**src/rtl/fas_pkg.sv**
```systemverilog
`timescale 1ns/1ps
package fas_pkg;

  typedef enum logic [1:0] {
    CMD_ACT = 2'd0,
    CMD_RD  = 2'd1,
    CMD_WR  = 2'd2,
    CMD_PRE = 2'd3
  } cmd_e;

  typedef enum logic [1:0] {
    TIE_AGE   = 2'd0,
    TIE_QUEUE = 2'd1,
    TIE_CLASS = 2'd2,
    TIE_ALT   = 2'd3
  } tie_e;

  // value loaded so that a rule of t cycles is met when the counter reaches zero
  function automatic int unsigned wait_load(input int unsigned t);
    return (t == 0) ? 0 : t - 1;
  endfunction

  function automatic int unsigned count_down(input int unsigned c);
    return (c == 0) ? 0 : c - 1;
  endfunction

  function automatic int unsigned keep_later(input int unsigned a, input int unsigned b);
    return (a > b) ? a : b;
  endfunction

  // a burst fits when its latency covers the remaining bus wait
  function automatic logic bus_fits(input int unsigned lat, input int unsigned wait_cnt);
    return lat >= wait_cnt;
  endfunction

  // class order for tiebreak: fetch, then read, then the rest
  function automatic logic [1:0] class_rank(input logic fetch, input logic [1:0] typ);
    if (fetch) return 2'd0;
    if (typ == CMD_RD) return 2'd1;
    return 2'd2;
  endfunction

endpackage

```
**src/rtl/fas_bank_timer.sv**
```systemverilog
`timescale 1ns/1ps
module fas_bank_timer
  import fas_pkg::*;
#(
  parameter int TW = 8
) (
  input  logic          clk,
  input  logic          rst_n,
  input  logic [TW-1:0] t_rp,
  input  logic [TW-1:0] t_rcd,
  input  logic [TW-1:0] t_ras,
  input  logic          ev_act,
  input  logic          ev_pre,
  output logic          act_ok,
  output logic          col_ok,
  output logic          pre_ok
);

  logic [TW-1:0] act_wait;
  logic [TW-1:0] col_wait;
  logic [TW-1:0] pre_wait;

  always_ff @(posedge clk) begin
    if (!rst_n) begin
      act_wait <= '0;
      col_wait <= '0;
      pre_wait <= '0;
    end else begin
      act_wait <= ev_pre ? TW'(keep_later(count_down(act_wait), wait_load(t_rp)))
                         : TW'(count_down(act_wait));
      col_wait <= ev_act ? TW'(keep_later(count_down(col_wait), wait_load(t_rcd)))
                         : TW'(count_down(col_wait));
      pre_wait <= ev_act ? TW'(keep_later(count_down(pre_wait), wait_load(t_ras)))
                         : TW'(count_down(pre_wait));
    end
  end

  assign act_ok = (act_wait == '0);
  assign col_ok = (col_wait == '0);
  assign pre_ok = (pre_wait == '0);

endmodule

```
**src/rtl/fas_rank_timer.sv**
```systemverilog
`timescale 1ns/1ps
module fas_rank_timer
  import fas_pkg::*;
#(
  parameter int TW       = 8,
  parameter int CW       = 10,
  parameter int FAW_ACTS = 4
) (
  input  logic          clk,
  input  logic          rst_n,
  input  logic [TW-1:0] t_faw,
  input  logic [TW-1:0] t_cwd,
  input  logic [TW-1:0] t_burst,
  input  logic [TW-1:0] t_wtr,
  input  logic          ev_act,
  input  logic          ev_wr,
  output logic          faw_ok,
  output logic          wtr_ok
);

  logic [TW-1:0]       faw_slot [FAW_ACTS];
  logic [FAW_ACTS-1:0] slot_free;
  logic [FAW_ACTS-1:0] slot_load;
  logic [CW-1:0]       wtr_wait;

  // first free slot takes the new activate
  always_comb begin
    slot_load = '0;
    for (int s = 0; s < FAW_ACTS; s++) begin
      if (slot_free[s] && (slot_load == '0)) slot_load[s] = ev_act;
    end
  end

  for (genvar s = 0; s < FAW_ACTS; s++) begin : g_slot
    assign slot_free[s] = (faw_slot[s] == '0);
    always_ff @(posedge clk) begin
      if (!rst_n) faw_slot[s] <= '0;
      else if (slot_load[s]) faw_slot[s] <= TW'(wait_load(t_faw));
      else faw_slot[s] <= TW'(count_down(faw_slot[s]));
    end
  end

  always_ff @(posedge clk) begin
    if (!rst_n) wtr_wait <= '0;
    else if (ev_wr)
      wtr_wait <= CW'(keep_later(count_down(wtr_wait),
                                 wait_load(t_cwd + t_burst + t_wtr)));
    else wtr_wait <= CW'(count_down(wtr_wait));
  end

  assign faw_ok = |slot_free;
  assign wtr_ok = (wtr_wait == '0);

endmodule

```
**src/rtl/fas_bus_timer.sv**
```systemverilog
`timescale 1ns/1ps
module fas_bus_timer
  import fas_pkg::*;
#(
  parameter int TW     = 8,
  parameter int CW     = 10,
  parameter int RANK_W = 1
) (
  input  logic              clk,
  input  logic              rst_n,
  input  logic [TW-1:0]     t_cas,
  input  logic [TW-1:0]     t_cwd,
  input  logic [TW-1:0]     t_burst,
  input  logic [TW-1:0]     t_rtrs,
  input  logic              ev_col,
  input  logic              ev_is_wr,
  input  logic [RANK_W-1:0] ev_rank,
  output logic [CW-1:0]     same_cnt,
  output logic [CW-1:0]     switch_cnt,
  output logic [RANK_W-1:0] last_rank
);

  logic [TW-1:0] lat;
  assign lat = ev_is_wr ? t_cwd : t_cas;

  always_ff @(posedge clk) begin
    if (!rst_n) begin
      same_cnt   <= '0;
      switch_cnt <= '0;
      last_rank  <= '0;
    end else if (ev_col) begin
      same_cnt   <= CW'(keep_later(count_down(same_cnt), wait_load(lat + t_burst)));
      switch_cnt <= CW'(keep_later(count_down(switch_cnt),
                                   wait_load(lat + t_burst + t_rtrs)));
      last_rank  <= ev_rank;
    end else begin
      same_cnt   <= CW'(count_down(same_cnt));
      switch_cnt <= CW'(count_down(switch_cnt));
    end
  end

endmodule

```
**src/rtl/fas_picker.sv**
```systemverilog
`timescale 1ns/1ps
module fas_picker
  import fas_pkg::*;
#(
  parameter int NUM_Q = 8,
  parameter int AGE_W = 8,
  parameter int Q_W   = 3
) (
  input  logic [1:0]             tie_mode,
  input  logic [NUM_Q-1:0]       legal,
  input  logic [NUM_Q*AGE_W-1:0] age,
  input  logic [NUM_Q-1:0]       fetch,
  input  logic [NUM_Q*2-1:0]     typ,
  output logic                   grant_v,
  output logic [Q_W-1:0]         grant_q
);

  logic             found;
  logic             take;
  logic [Q_W-1:0]   best;
  logic [AGE_W-1:0] best_age;
  logic [1:0]       best_cls;
  logic [AGE_W-1:0] cur_age;
  logic [1:0]       cur_cls;

  always_comb begin
    found    = 1'b0;
    best     = '0;
    best_age = '0;
    best_cls = 2'd3;
    take     = 1'b0;
    cur_age  = '0;
    cur_cls  = '0;
    for (int q = 0; q < NUM_Q; q++) begin
      cur_age = age[q*AGE_W +: AGE_W];
      cur_cls = class_rank(fetch[q], typ[2*q +: 2]);
      if (!found) take = 1'b1;
      else begin
        case (tie_e'(tie_mode))
          TIE_AGE:   take = cur_age < best_age;
          TIE_CLASS: take = cur_cls < best_cls;
          default:   take = 1'b0;
        endcase
      end
      if (legal[q] && take) begin
        found    = 1'b1;
        best     = Q_W'(q);
        best_age = cur_age;
        best_cls = cur_cls;
      end
    end
  end

  assign grant_v = found;
  assign grant_q = best;

endmodule

```
**src/rtl/fas_sched.sv**
```systemverilog
`timescale 1ns/1ps
module fas_sched
  import fas_pkg::*;
#(
  parameter int NUM_RANKS      = 2,
  parameter int BANKS_PER_RANK = 4,
  parameter int AGE_W          = 8,
  parameter int TW             = 8
) (
  input  logic                                      clk,
  input  logic                                      rst_n,
  input  logic [TW-1:0]                             t_rcd,
  input  logic [TW-1:0]                             t_rp,
  input  logic [TW-1:0]                             t_ras,
  input  logic [TW-1:0]                             t_cas,
  input  logic [TW-1:0]                             t_cwd,
  input  logic [TW-1:0]                             t_burst,
  input  logic [TW-1:0]                             t_rtrs,
  input  logic [TW-1:0]                             t_wtr,
  input  logic [TW-1:0]                             t_faw,
  input  logic [1:0]                                tie_mode,
  input  logic [NUM_RANKS*BANKS_PER_RANK-1:0]       cand_valid,
  input  logic [NUM_RANKS*BANKS_PER_RANK*2-1:0]     cand_type,
  input  logic [NUM_RANKS*BANKS_PER_RANK-1:0]       cand_fetch,
  input  logic [NUM_RANKS*BANKS_PER_RANK*AGE_W-1:0] cand_age,
  output logic                                      issue_valid,
  output logic [1:0]                                issue_type,
  output logic [((NUM_RANKS > 1) ? $clog2(NUM_RANKS) : 1)-1:0]           issue_rank,
  output logic [((BANKS_PER_RANK > 1) ? $clog2(BANKS_PER_RANK) : 1)-1:0] issue_bank
);

  localparam int NUM_Q  = NUM_RANKS * BANKS_PER_RANK;
  localparam int RANK_W = (NUM_RANKS > 1) ? $clog2(NUM_RANKS) : 1;
  localparam int BANK_W = (BANKS_PER_RANK > 1) ? $clog2(BANKS_PER_RANK) : 1;
  localparam int Q_W    = (NUM_Q > 1) ? $clog2(NUM_Q) : 1;
  localparam int CW     = TW + 2;

  // named internal events, observed by the checker
  logic [NUM_Q-1:0]     cand_legal;
  logic [Q_W-1:0]       issue_q;
  logic [NUM_Q-1:0]     issue_hit;
  logic                 col_issue;
  logic [NUM_RANKS-1:0] rank_act;
  logic [NUM_RANKS-1:0] rank_wr;
  logic [NUM_RANKS-1:0] rank_faw_ok;
  logic [NUM_RANKS-1:0] rank_wtr_ok;
  logic [CW-1:0]        same_cnt;
  logic [CW-1:0]        switch_cnt;
  logic [RANK_W-1:0]    last_rank;

  assign issue_type = cand_type[2*issue_q +: 2];
  assign issue_rank = RANK_W'(issue_q / Q_W'(BANKS_PER_RANK));
  assign issue_bank = BANK_W'(issue_q % Q_W'(BANKS_PER_RANK));
  assign col_issue  = issue_valid && (issue_type == CMD_RD || issue_type == CMD_WR);

  for (genvar q = 0; q < NUM_Q; q++) begin : g_hit
    assign issue_hit[q] = issue_valid && (issue_q == Q_W'(q));
  end

  for (genvar r = 0; r < NUM_RANKS; r++) begin : g_rank
    assign rank_act[r] = issue_valid && issue_type == CMD_ACT && issue_rank == RANK_W'(r);
    assign rank_wr[r]  = issue_valid && issue_type == CMD_WR  && issue_rank == RANK_W'(r);

    fas_rank_timer #(.TW(TW), .CW(CW), .FAW_ACTS(4)) u_rank (
      .clk    (clk),
      .rst_n  (rst_n),
      .t_faw  (t_faw),
      .t_cwd  (t_cwd),
      .t_burst(t_burst),
      .t_wtr  (t_wtr),
      .ev_act (rank_act[r]),
      .ev_wr  (rank_wr[r]),
      .faw_ok (rank_faw_ok[r]),
      .wtr_ok (rank_wtr_ok[r])
    );
  end

  fas_bus_timer #(.TW(TW), .CW(CW), .RANK_W(RANK_W)) u_bus (
    .clk       (clk),
    .rst_n     (rst_n),
    .t_cas     (t_cas),
    .t_cwd     (t_cwd),
    .t_burst   (t_burst),
    .t_rtrs    (t_rtrs),
    .ev_col    (col_issue),
    .ev_is_wr  (issue_type == CMD_WR),
    .ev_rank   (issue_rank),
    .same_cnt  (same_cnt),
    .switch_cnt(switch_cnt),
    .last_rank (last_rank)
  );

  for (genvar q = 0; q < NUM_Q; q++) begin : g_queue
    localparam int QR = q / BANKS_PER_RANK;
    logic          act_ok, col_ok, pre_ok, ok;
    logic [CW-1:0] bus_wait;
    cmd_e          kind;

    assign kind     = cmd_e'(cand_type[2*q +: 2]);
    assign bus_wait = (last_rank == RANK_W'(QR)) ? same_cnt : switch_cnt;

    fas_bank_timer #(.TW(TW)) u_bank (
      .clk   (clk),
      .rst_n (rst_n),
      .t_rp  (t_rp),
      .t_rcd (t_rcd),
      .t_ras (t_ras),
      .ev_act(issue_hit[q] && issue_type == CMD_ACT),
      .ev_pre(issue_hit[q] && issue_type == CMD_PRE),
      .act_ok(act_ok),
      .col_ok(col_ok),
      .pre_ok(pre_ok)
    );

    always_comb begin
      case (kind)
        CMD_ACT: ok = act_ok && rank_faw_ok[QR];
        CMD_RD:  ok = col_ok && rank_wtr_ok[QR] && bus_fits(t_cas, bus_wait);
        CMD_WR:  ok = col_ok && bus_fits(t_cwd, bus_wait);
        default: ok = pre_ok;
      endcase
    end

    assign cand_legal[q] = cand_valid[q] && ok;
  end

  fas_picker #(.NUM_Q(NUM_Q), .AGE_W(AGE_W), .Q_W(Q_W)) u_pick (
    .tie_mode(tie_mode),
    .legal   (cand_legal),
    .age     (cand_age),
    .fetch   (cand_fetch),
    .typ     (cand_type),
    .grant_v (issue_valid),
    .grant_q (issue_q)
  );

endmodule

```
**config.mk**
```make
export PLATFORM = sky130hd
export DESIGN_NAME = fas_sched
export DESIGN_NICKNAME = d
export VERILOG_FILES = /design/src/rtl/fas_pkg.sv /design/src/rtl/fas_bank_timer.sv /design/src/rtl/fas_rank_timer.sv /design/src/rtl/fas_bus_timer.sv /design/src/rtl/fas_picker.sv /design/src/rtl/fas_sched.sv
export SDC_FILE = /design/constraint.sdc
export NUM_CORES = 1
export LEC_CHECK = 0
export ABC_AREA = 1
export BUFFER_PORTS_ARGS = -buffer_cell sky130_fd_sc_hd__buf_2
export CAP_MARGIN = 20
export CORE_ASPECT_RATIO = 1.75
export CORE_MARGIN = 1
export CORE_UTILIZATION = 55
export DETAILED_ROUTE_END_ITERATION = 10
export GPL_TIMING_DRIVEN = 0
export HOLD_SLACK_MARGIN = 0.08
export PLACE_DENSITY = 0.84
export SLEW_MARGIN = 20
export SYNTH_ARGS = -nofsm -noshare
export SYNTH_HDL_FRONTEND = slang
export SYNTH_SLANG_ARGS = --single-unit
```
**constraint.sdc**
```tcl
create_clock -name clk -period 19.4 [get_ports clk]
set_input_delay 2.91 -clock clk [delete_from_list [all_inputs] [get_ports clk]]
set_output_delay 2.91 -clock clk [all_outputs]
set_load 0.01 [all_outputs]
```
# --- Word-level counts from Yosys, hierarchy flattened ---
# Memory sizes are Yosys's and may differ from the RTL's.
# Cells that the tools add are included.
classes:
  bitwise_logic: 19
  addsub: 47
  reduce_logical: 145
  n_eq_ne: 27
  n_div: 0
  n_shift: 1
  mux: 282
  multipliers: 0
  magnitude_cmp: 46
op_table:
  columns: ["cell", "count"]
  rows:
  - ["$mux W32", 34]
  - ["$gt A32 B32 Y1", 28]
  - ["$mux W8", 81]
  - ["$logic_not A8 Y1", 36]
  - ["$sub A8 B1 Y9 const B", 27]
  - ["$mux W10", 10]
  - ["$mux W1", 97]
  - ["$logic_not A32 Y1", 3]
  - ["$sub A32 B1 Y32 const B", 3]
  - ["$logic_and A1 B1 Y1", 84]
  - ["$mux W2", 41]
  - ["$sub A8 B1 Y8 const B", 9]
  - ["$add A32 B8 Y32", 2]
  - ["$lt A8 B8 Y1", 7]
  - ["$sub A10 B1 Y11 const B", 4]
  - ["$ge A8 B10 Y1", 4]
  - ["$logic_not A10 Y1", 4]
  - ["$logic_not A2 Y1", 12]
  - ["$pmux W1 S3", 8]
  - ["$eq A2 B2 Y1 const B", 11]
  - ["$add A8 B8 Y9", 2]
  - ["$eq A2 B1 Y1 const B", 9]
  - ["$or A1 B1 Y1", 16]
  - ["$shiftx A16 B5 Y2", 1]
  - ["other kinds (10)", 34]
word_totals:
  romBits: 0
  out_inout_bits: 6
  register_bits: 233
  latch_bits: 0
  ramBits: 64
  in_bits: 172
  memories: 2
memory_table:
  columns: ["memory", "words", "width", "read_ports", "rd_ports_with_merged_regs", "write_ports", "line", "text"]
  rows:
  - ["g_rank[0].u_rank.faw_slot", 4, 8, 4, 0, 4, "fas_rank_timer.sv:21", "logic [TW-1:0] faw_slot [FAW_ACTS];"]
  - ["g_rank[1].u_rank.faw_slot", 4, 8, 4, 0, 4, "fas_rank_timer.sv:21", null]

# --- Depth between registers and ports, before layout ---
# An unclocked memory read counts as a cell.
depth:
  ltp_word: 61
  depth_mapped: 146

# --- Cells and area by module ---
# A second synthesis with hierarchy kept.
unflattened:
  cells_unflattened: 6338
  area_unflattened_um2: 39512.9
modules_own_cells:
  columns: ["mod", "seq_area_each_um2", "cells_each", "area_each_um2", "n_inst"]
  rows:
  - ["fas_bank_timer", 480.5, 489, 2999.1, 8]
  - ["fas_rank_timer (g_rank[1].u_rank)", 1161.1, 531, 3911.3, 1]
  - ["fas_rank_timer (g_rank[0].u_rank)", 1161.1, 535, 3857.4, 1]
  - ["fas_bus_timer", 420.4, 587, 3550.9, 1]
  - ["fas_picker", 0.0, 432, 2379.8, 1]
  - ["fas_sched", 0.0, 341, 1820.5, 1]

# --- Worst setup path before layout ---
# OpenSTA, ideal clock, no wires.
synth_timing:
  path_kind: "input to register"
  startpoint: "in t_cas[5]"
  endpoint: "reg u_bus.switch_cnt[8]"
  t_required_ps: 19273
  stages: 124
  t_arrival_ps: 21072
  slack_ps: -1800
  cell_sequence: "ha_1 > nand2_1 > nor2_1 > nand3_1 > nand2_1 > nand2_1 > nand2_1 > nand2_1 > nand3_2 > nand2_2 > inv_1 > clkbuf_1 > nand2_1 > ha_1 > a21oi_1 > o21ai_0 > nor3_1 > nand2_1 > [88 not listed] > inv_1 > nor3_1 > clkinv_1 > nand2_1 > ha_1 > a21oi_1 > o21ai_0 > a21oi_1 > o21ai_0 > nand4_1 > a21oi_1 > a2111oi_0 > o221ai_1 > o41ai_1 > nand2_1 > clkbuf_1 > o21ai_0 > a21oi_1"
synth_via:
  elab_chain_len: 50
synth_lines:
  columns: ["element", "line", "text"]
  rows:
  - ["from (decl)", "fas_sched.sv:15", "input logic [TW-1:0] t_cas,"]
  - ["$ge A8 B10 Y1", "fas_pkg.sv:33", "return lat >= wait_cnt;"]
  - ["$logic_and A1 B1 Y1", "fas_sched.sv:118", "CMD_RD: ok = col_ok && rank_wtr_ok[QR] && bus_fits(t_cas, bus_wait);"]
  - ["$pmux W1 S3", "fas_sched.sv:116", "case (kind)"]
  - ["$logic_and A1 B1 Y1", "fas_sched.sv:124", "assign cand_legal[q] = cand_valid[q] && ok;"]
  - ["$mux W8 or $mux W2 (tied branches)", "fas_picker.sv:45", "if (legal[q] && take) begin"]
  - ["$lt A8 B8 Y1 or $lt A2 B2 Y1 (tied branches)", "fas_picker.sv:40, fas_picker.sv:41", null]
  - ["$pmux W1 S2", "fas_picker.sv:39", "case (tie_e'(tie_mode))"]
  - ["$mux W1", "fas_picker.sv:37", "if (!found) take = 1'b1;"]
  - ["[32 not listed]", null, null]
  - ["via issue_rank", "fas_sched.sv:28", "output logic [((NUM_RANKS > 1) ? $clog2(NUM_RANKS) : 1)-1:0] issue_rank,"]
  - ["[1 not listed]", null, null]
  - ["via issue_type[1]", "fas_sched.sv:27", "output logic [1:0] issue_type,"]
  - ["[1 not listed]", null, null]
  - ["$mux W8", "fas_bus_timer.sv:24", "assign lat = ev_is_wr ? t_cwd : t_cas;"]
  - ["$add A8 B8 Y9", "fas_bus_timer.sv:34", "wait_load(lat + t_burst + t_rtrs)));"]
  - ["$add A32 B8 Y32", "fas_bus_timer.sv:34", null]
  - ["$sub A32 B1 Y32 or $logic_not A32 Y1 (tied branches)", "fas_pkg.sv:20", "return (t == 0) ? 0 : t - 1;"]
  - ["$mux W32", "fas_pkg.sv:20", null]
  - ["$gt A32 B32 Y1", "fas_pkg.sv:28", "return (a > b) ? a : b;"]
  - ["$mux W10", "fas_pkg.sv:28", null]
  - ["$mux W10 *", "fas_bus_timer.sv:31", "end else if (ev_col) begin"]
  - ["to (signal assigned)", "fas_bus_timer.sv:33", "switch_cnt <= CW'(keep_later(count_down(switch_cnt),"]
  - ["to (signal assigned)", "fas_bus_timer.sv:38", "switch_cnt <= CW'(count_down(switch_cnt));"]
  - ["to (decl)", "fas_bus_timer.sv:19", "output logic [CW-1:0] switch_cnt,"]
# The timed path passes the listed nets; every way through them passes the cells marked *.
# A chain may end at the register's enable or synchronous reset.

# --- Worst setup path in the final report ---
layout_timing:
  startpoint: "in t_cwd[0]"
  endpoint: "reg u_bus.switch_cnt[7]"
layout_via:
  elab_chain_len: 50
layout_lines:
  columns: ["element", "line", "text"]
  rows:
  - ["from (decl)", "fas_sched.sv:16", "input logic [TW-1:0] t_cwd,"]
  - ["$ge A8 B10 Y1", "fas_pkg.sv:33", null]
  - ["$logic_and A1 B1 Y1", "fas_sched.sv:119", "CMD_WR: ok = col_ok && bus_fits(t_cwd, bus_wait);"]
  - ["$pmux W1 S3", "fas_sched.sv:116", null]
  - ["$logic_and A1 B1 Y1", "fas_sched.sv:124", null]
  - ["$mux W8 or $mux W2 (tied branches)", "fas_picker.sv:45", null]
  - ["$lt A8 B8 Y1 or $lt A2 B2 Y1 (tied branches)", "fas_picker.sv:40, fas_picker.sv:41", null]
  - ["$pmux W1 S2", "fas_picker.sv:39", null]
  - ["$mux W1", "fas_picker.sv:37", null]
  - ["[34 not listed]", null, null]
  - ["$mux W8", "fas_bus_timer.sv:24", null]
  - ["$add A8 B8 Y9", "fas_bus_timer.sv:34", null]
  - ["$add A32 B8 Y32", "fas_bus_timer.sv:34", null]
  - ["$sub A32 B1 Y32 or $logic_not A32 Y1 (tied branches)", "fas_pkg.sv:20", null]
  - ["$mux W32", "fas_pkg.sv:20", null]
  - ["$gt A32 B32 Y1", "fas_pkg.sv:28", null]
  - ["$mux W10", "fas_pkg.sv:28", null]
  - ["$mux W10 *", "fas_bus_timer.sv:31", null]
# Every way passes the cells marked *; elsewhere a longest branch is shown, timed or not.

==> results.py <==
metrics = {
    "outcome": {
        "outcome": "finished with violations",
        "violations": "setup timing",
    },
    "global_route": {
        "grt_usage_pct": 34.21,
        "grt_max_degree": 16,
        "grt_pass1_vias": 33570,
        "grt_pass1_wl_um": 160900,
        "grt.overflow.total": 0,
        "grt_antenna_before_repair": 16,
    },
    "timing": {
        "fin_setup_tns_ps": -7886,
        "max_slew.worst_pin.slew_ps": 1206,
        "slew-limit-headroom_pct": 18.97,
        "rsz0062_at_grt": "yes",
        "postLayoutSetupSlackWorst_ps": -805.5,
        "finalMaxSlewViolations": 0,
        "period_share_pct": 104.2,
        "timing.fmax_mhz": 49.49,
        "fin_crit_ps": 20210,
        "whs_ps": 521.5,
        "worst_clock_skew_ps": 17.29,
        "hold_violations": 0,
        "setup_viol_count_final": 20,
    },
    "routing": {
        "antenna_left": 0,
        "num_vias": 35290,
        "vias_per_cell": 5.677,
        "routedWlPerCell_um": 17.19,
        "drt-initial-drc-count": 2602,
        "routed_wl_um": 106900,
        "drt_pass1_iterations": 8,
        "drc_errors": 0,
    },
    "floorplanning": {
        "rows": 115,
        "die_height_um": 318.8,
        "coreArea_um2": 56400,
        "die-area_um2": 58360,
        "ioPinCount": 178,
        "initial_core_util_pct": 55.93,
        "die_x_um": 183.0,
    },
    "power": {
        "p_total_mw": 6.739,
        "ir_drop_mv": 0.1219,
        "cellLeakagePower_nw": 19.75,
        "p_per_area_nw_per_um2": 177.9,
    },
    "clock_tree": {
        "htreeDepth": 1,
        "cts_root_buf": "clkbuf_16",
        "cts_buffers": 31,
        "cts_max_path_buffers": 3,
        "clk_pin_slew_ps": 60,
        "cts_tree": "done",
        "clock_sinks": 297,
        "insertion_delay_ps": 600,
    },
    "logic_synthesis": {
        "synth_common_cells": "nand2_1 (951), nor2_1 (821), inv_1 (818)",
        "synth_edf_count": 64,
        "synthFlopType": "dfxtp_1",
        "synth_top_area_share_pct": 18.56,
        "yosys_warnings": 0,
        "synth-async-reset-ratio_pct": 0,
        "postSynthRegisterBits": 297,
        "ys_types": 65,
        "syn_area_per_cell_um2": 6.375,
        "ys_seq_area_share_pct": 20.88,
        "synth_area_um2": 31550,
        "synth_cells": 4949,
        "synth_area_leaders": "ha_1 (19%), dfxtp_1 (15%), nand2_1 (11%)",
        "yosysMostFrequentCell": "nand2_1",
        "synth.largest_area_cell": "ha_1",
    },
    "critical_path": {
        "cp.required_ps": 19900,
        "path_class": "in -> reg",
        "worst_setup_path_end_kind": "register",
        "crit_top_cell": "nand2_2",
        "max_stage_delay_ps": 380,
        "cp_max_fo": 8,
        "cp_slowest_cell": "a2111oi_2",
        "cp.arrival_ps": 20700,
        "r2r_cells": 132,
        "critPathLaunchType": "primary input",
    },
    "layout": {
        "area_growth_pct": 20.06,
        "drive_above_1_share_pct": 14.27,
        "post-route-util_pct": 67.15,
        "design_area_um2": 37880,
        "finalNetCount": 6065,
    },
    "placement": {
        "gp_congestion": 1.048,
        "io_buffers": 177,
        "place.detailed.hpwl_um": 76450,
        "placed_cell_area_um2": 34310,
    },
    "hold_path": {
        "hold_class": "reg -> reg",
        "holdPathStages": 2,
    },
    "flow_run": {
        "cap_violations": 0,
    },
}
state kept, by name (all words and copies together), names as in the netlist:
name,cells
g_queue.u_bank.pre_wait,64
u_bus.last_rank,1
g_rank.u_rank.wtr_wait,20
u_bus.switch_cnt,10
g_queue.u_bank.col_wait,64
u_bus.same_cnt,10
g_queue.u_bank.act_wait,64
g_rank.u_rank.faw_slot,64
critical path: cells and delay by family:
| family | cells | cell delay [ps] |
|---|---|---|
| xor gates and xnor gates | 1 | 240 |
| buffers and inverters | 27 | 3270 |
| AOI/OAI and AO/OA | 32 | 6090 |
| adders and majority gates | 12 | 3090 |
| and+or+nand+nor | 57 | 5000 |
area by class of cell:
class                      instances  area (µm²)
clock inverter                    11       146.4
sequential                       297        6586
buffer                            67       467.9
multi-input combinational       3893       23680
fill                            4771       18530
inverter                         830        3156
tap                              760       950.9
clock buffer                      47       935.9
timing repair buffer             301        1934
antenna                           10       25.02
what timing repair did:
item,CTS,global route
gates resized for setup,226,127
buffers inserted,94,25
setup endpoints to repair,22,20
hold buffers,0,0
gates cloned,4,0
pin swaps,133,96
hold endpoints to repair,0,0
kinds of logic after synthesis:
kind of cell | after synthesis | share of synthesized area, %
compound gates | 902 | 16.15
fa+ha+maj | 472 | 18.81
simple gates | 2279 | 30.47
buf+inv | 898 | 10.91
flops | 297 | 20.88
other cells | 2 | 0.02381
xor+xnor | 99 | 2.748
metrics by stage:
step	std cells	setup slack, ps
after global routing	6209	-1844
after detailed placement	6027	-3548
after floorplan	5088	5.874
final	6216	-805.5
after global placement	6025	-3285
after CTS	6182	-60.66
worst paths after layout:
check | start | to | slack [ps]
worst max-delay path | t_cwd[0] | u_bus.switch_cnt[7] | -810
worst min-delay path | g_queue[7].u_bank.col_wait[7] | g_queue[7].u_bank.col_wait[6] | 520
worst max register to register | u_bus.last_rank | u_bus.switch_cnt[7] | 310
worst min register to register | g_queue[7].u_bank.col_wait[7] | g_queue[7].u_bank.col_wait[6] | 520
layout by cell type (no fill, tap or decap), types with 16 or more instances in the layout:
cell / instances
nand2_1: 892
nand4_1: 45
clkbuf_16: 34
inv_1: 783
nand3_2: 16
xnor2_1: 25
nor2_1: 807
ha_1: 424
nor2_2: 17
nand2_2: 62
conb_1: 141
a21oi_1: 325
dfxtp_1: 233
o21a_1: 18
a31oi_1: 18
o21ai_0: 286
buf_2: 181
nor2_4: 17
o211ai_1: 19
edfxtp_1: 64
nand2_4: 23
clkbuf_1: 39
nor3_1: 80
o21ai_2: 21
or2_2: 49
ha_4: 41
a21oi_2: 23
buf_4: 120
xor2_1: 63
o21ai_1: 33
o221ai_1: 19
nand3_1: 197
o22ai_1: 34
inv_2: 35
o21bai_1: 17
power breakdown:
group	switching, mW	total (mW)	internal, mW
sequential	0.143	0.983	0.840
combinational	3.12	5.10	1.99
clock	0.279	0.651	0.372
total	3.54	6.74	3.20
routing by layer:
metal	vias to the layer above	global-route usage (%)	wire, µm
met1	15950	32.99	36120
met3	671	7.069	8879
li1	17020	-	-
met5	-	0	64
met4	10	27.78	9922
met2	1640	62.08	51870
Power figures use the tool's default switching activity.
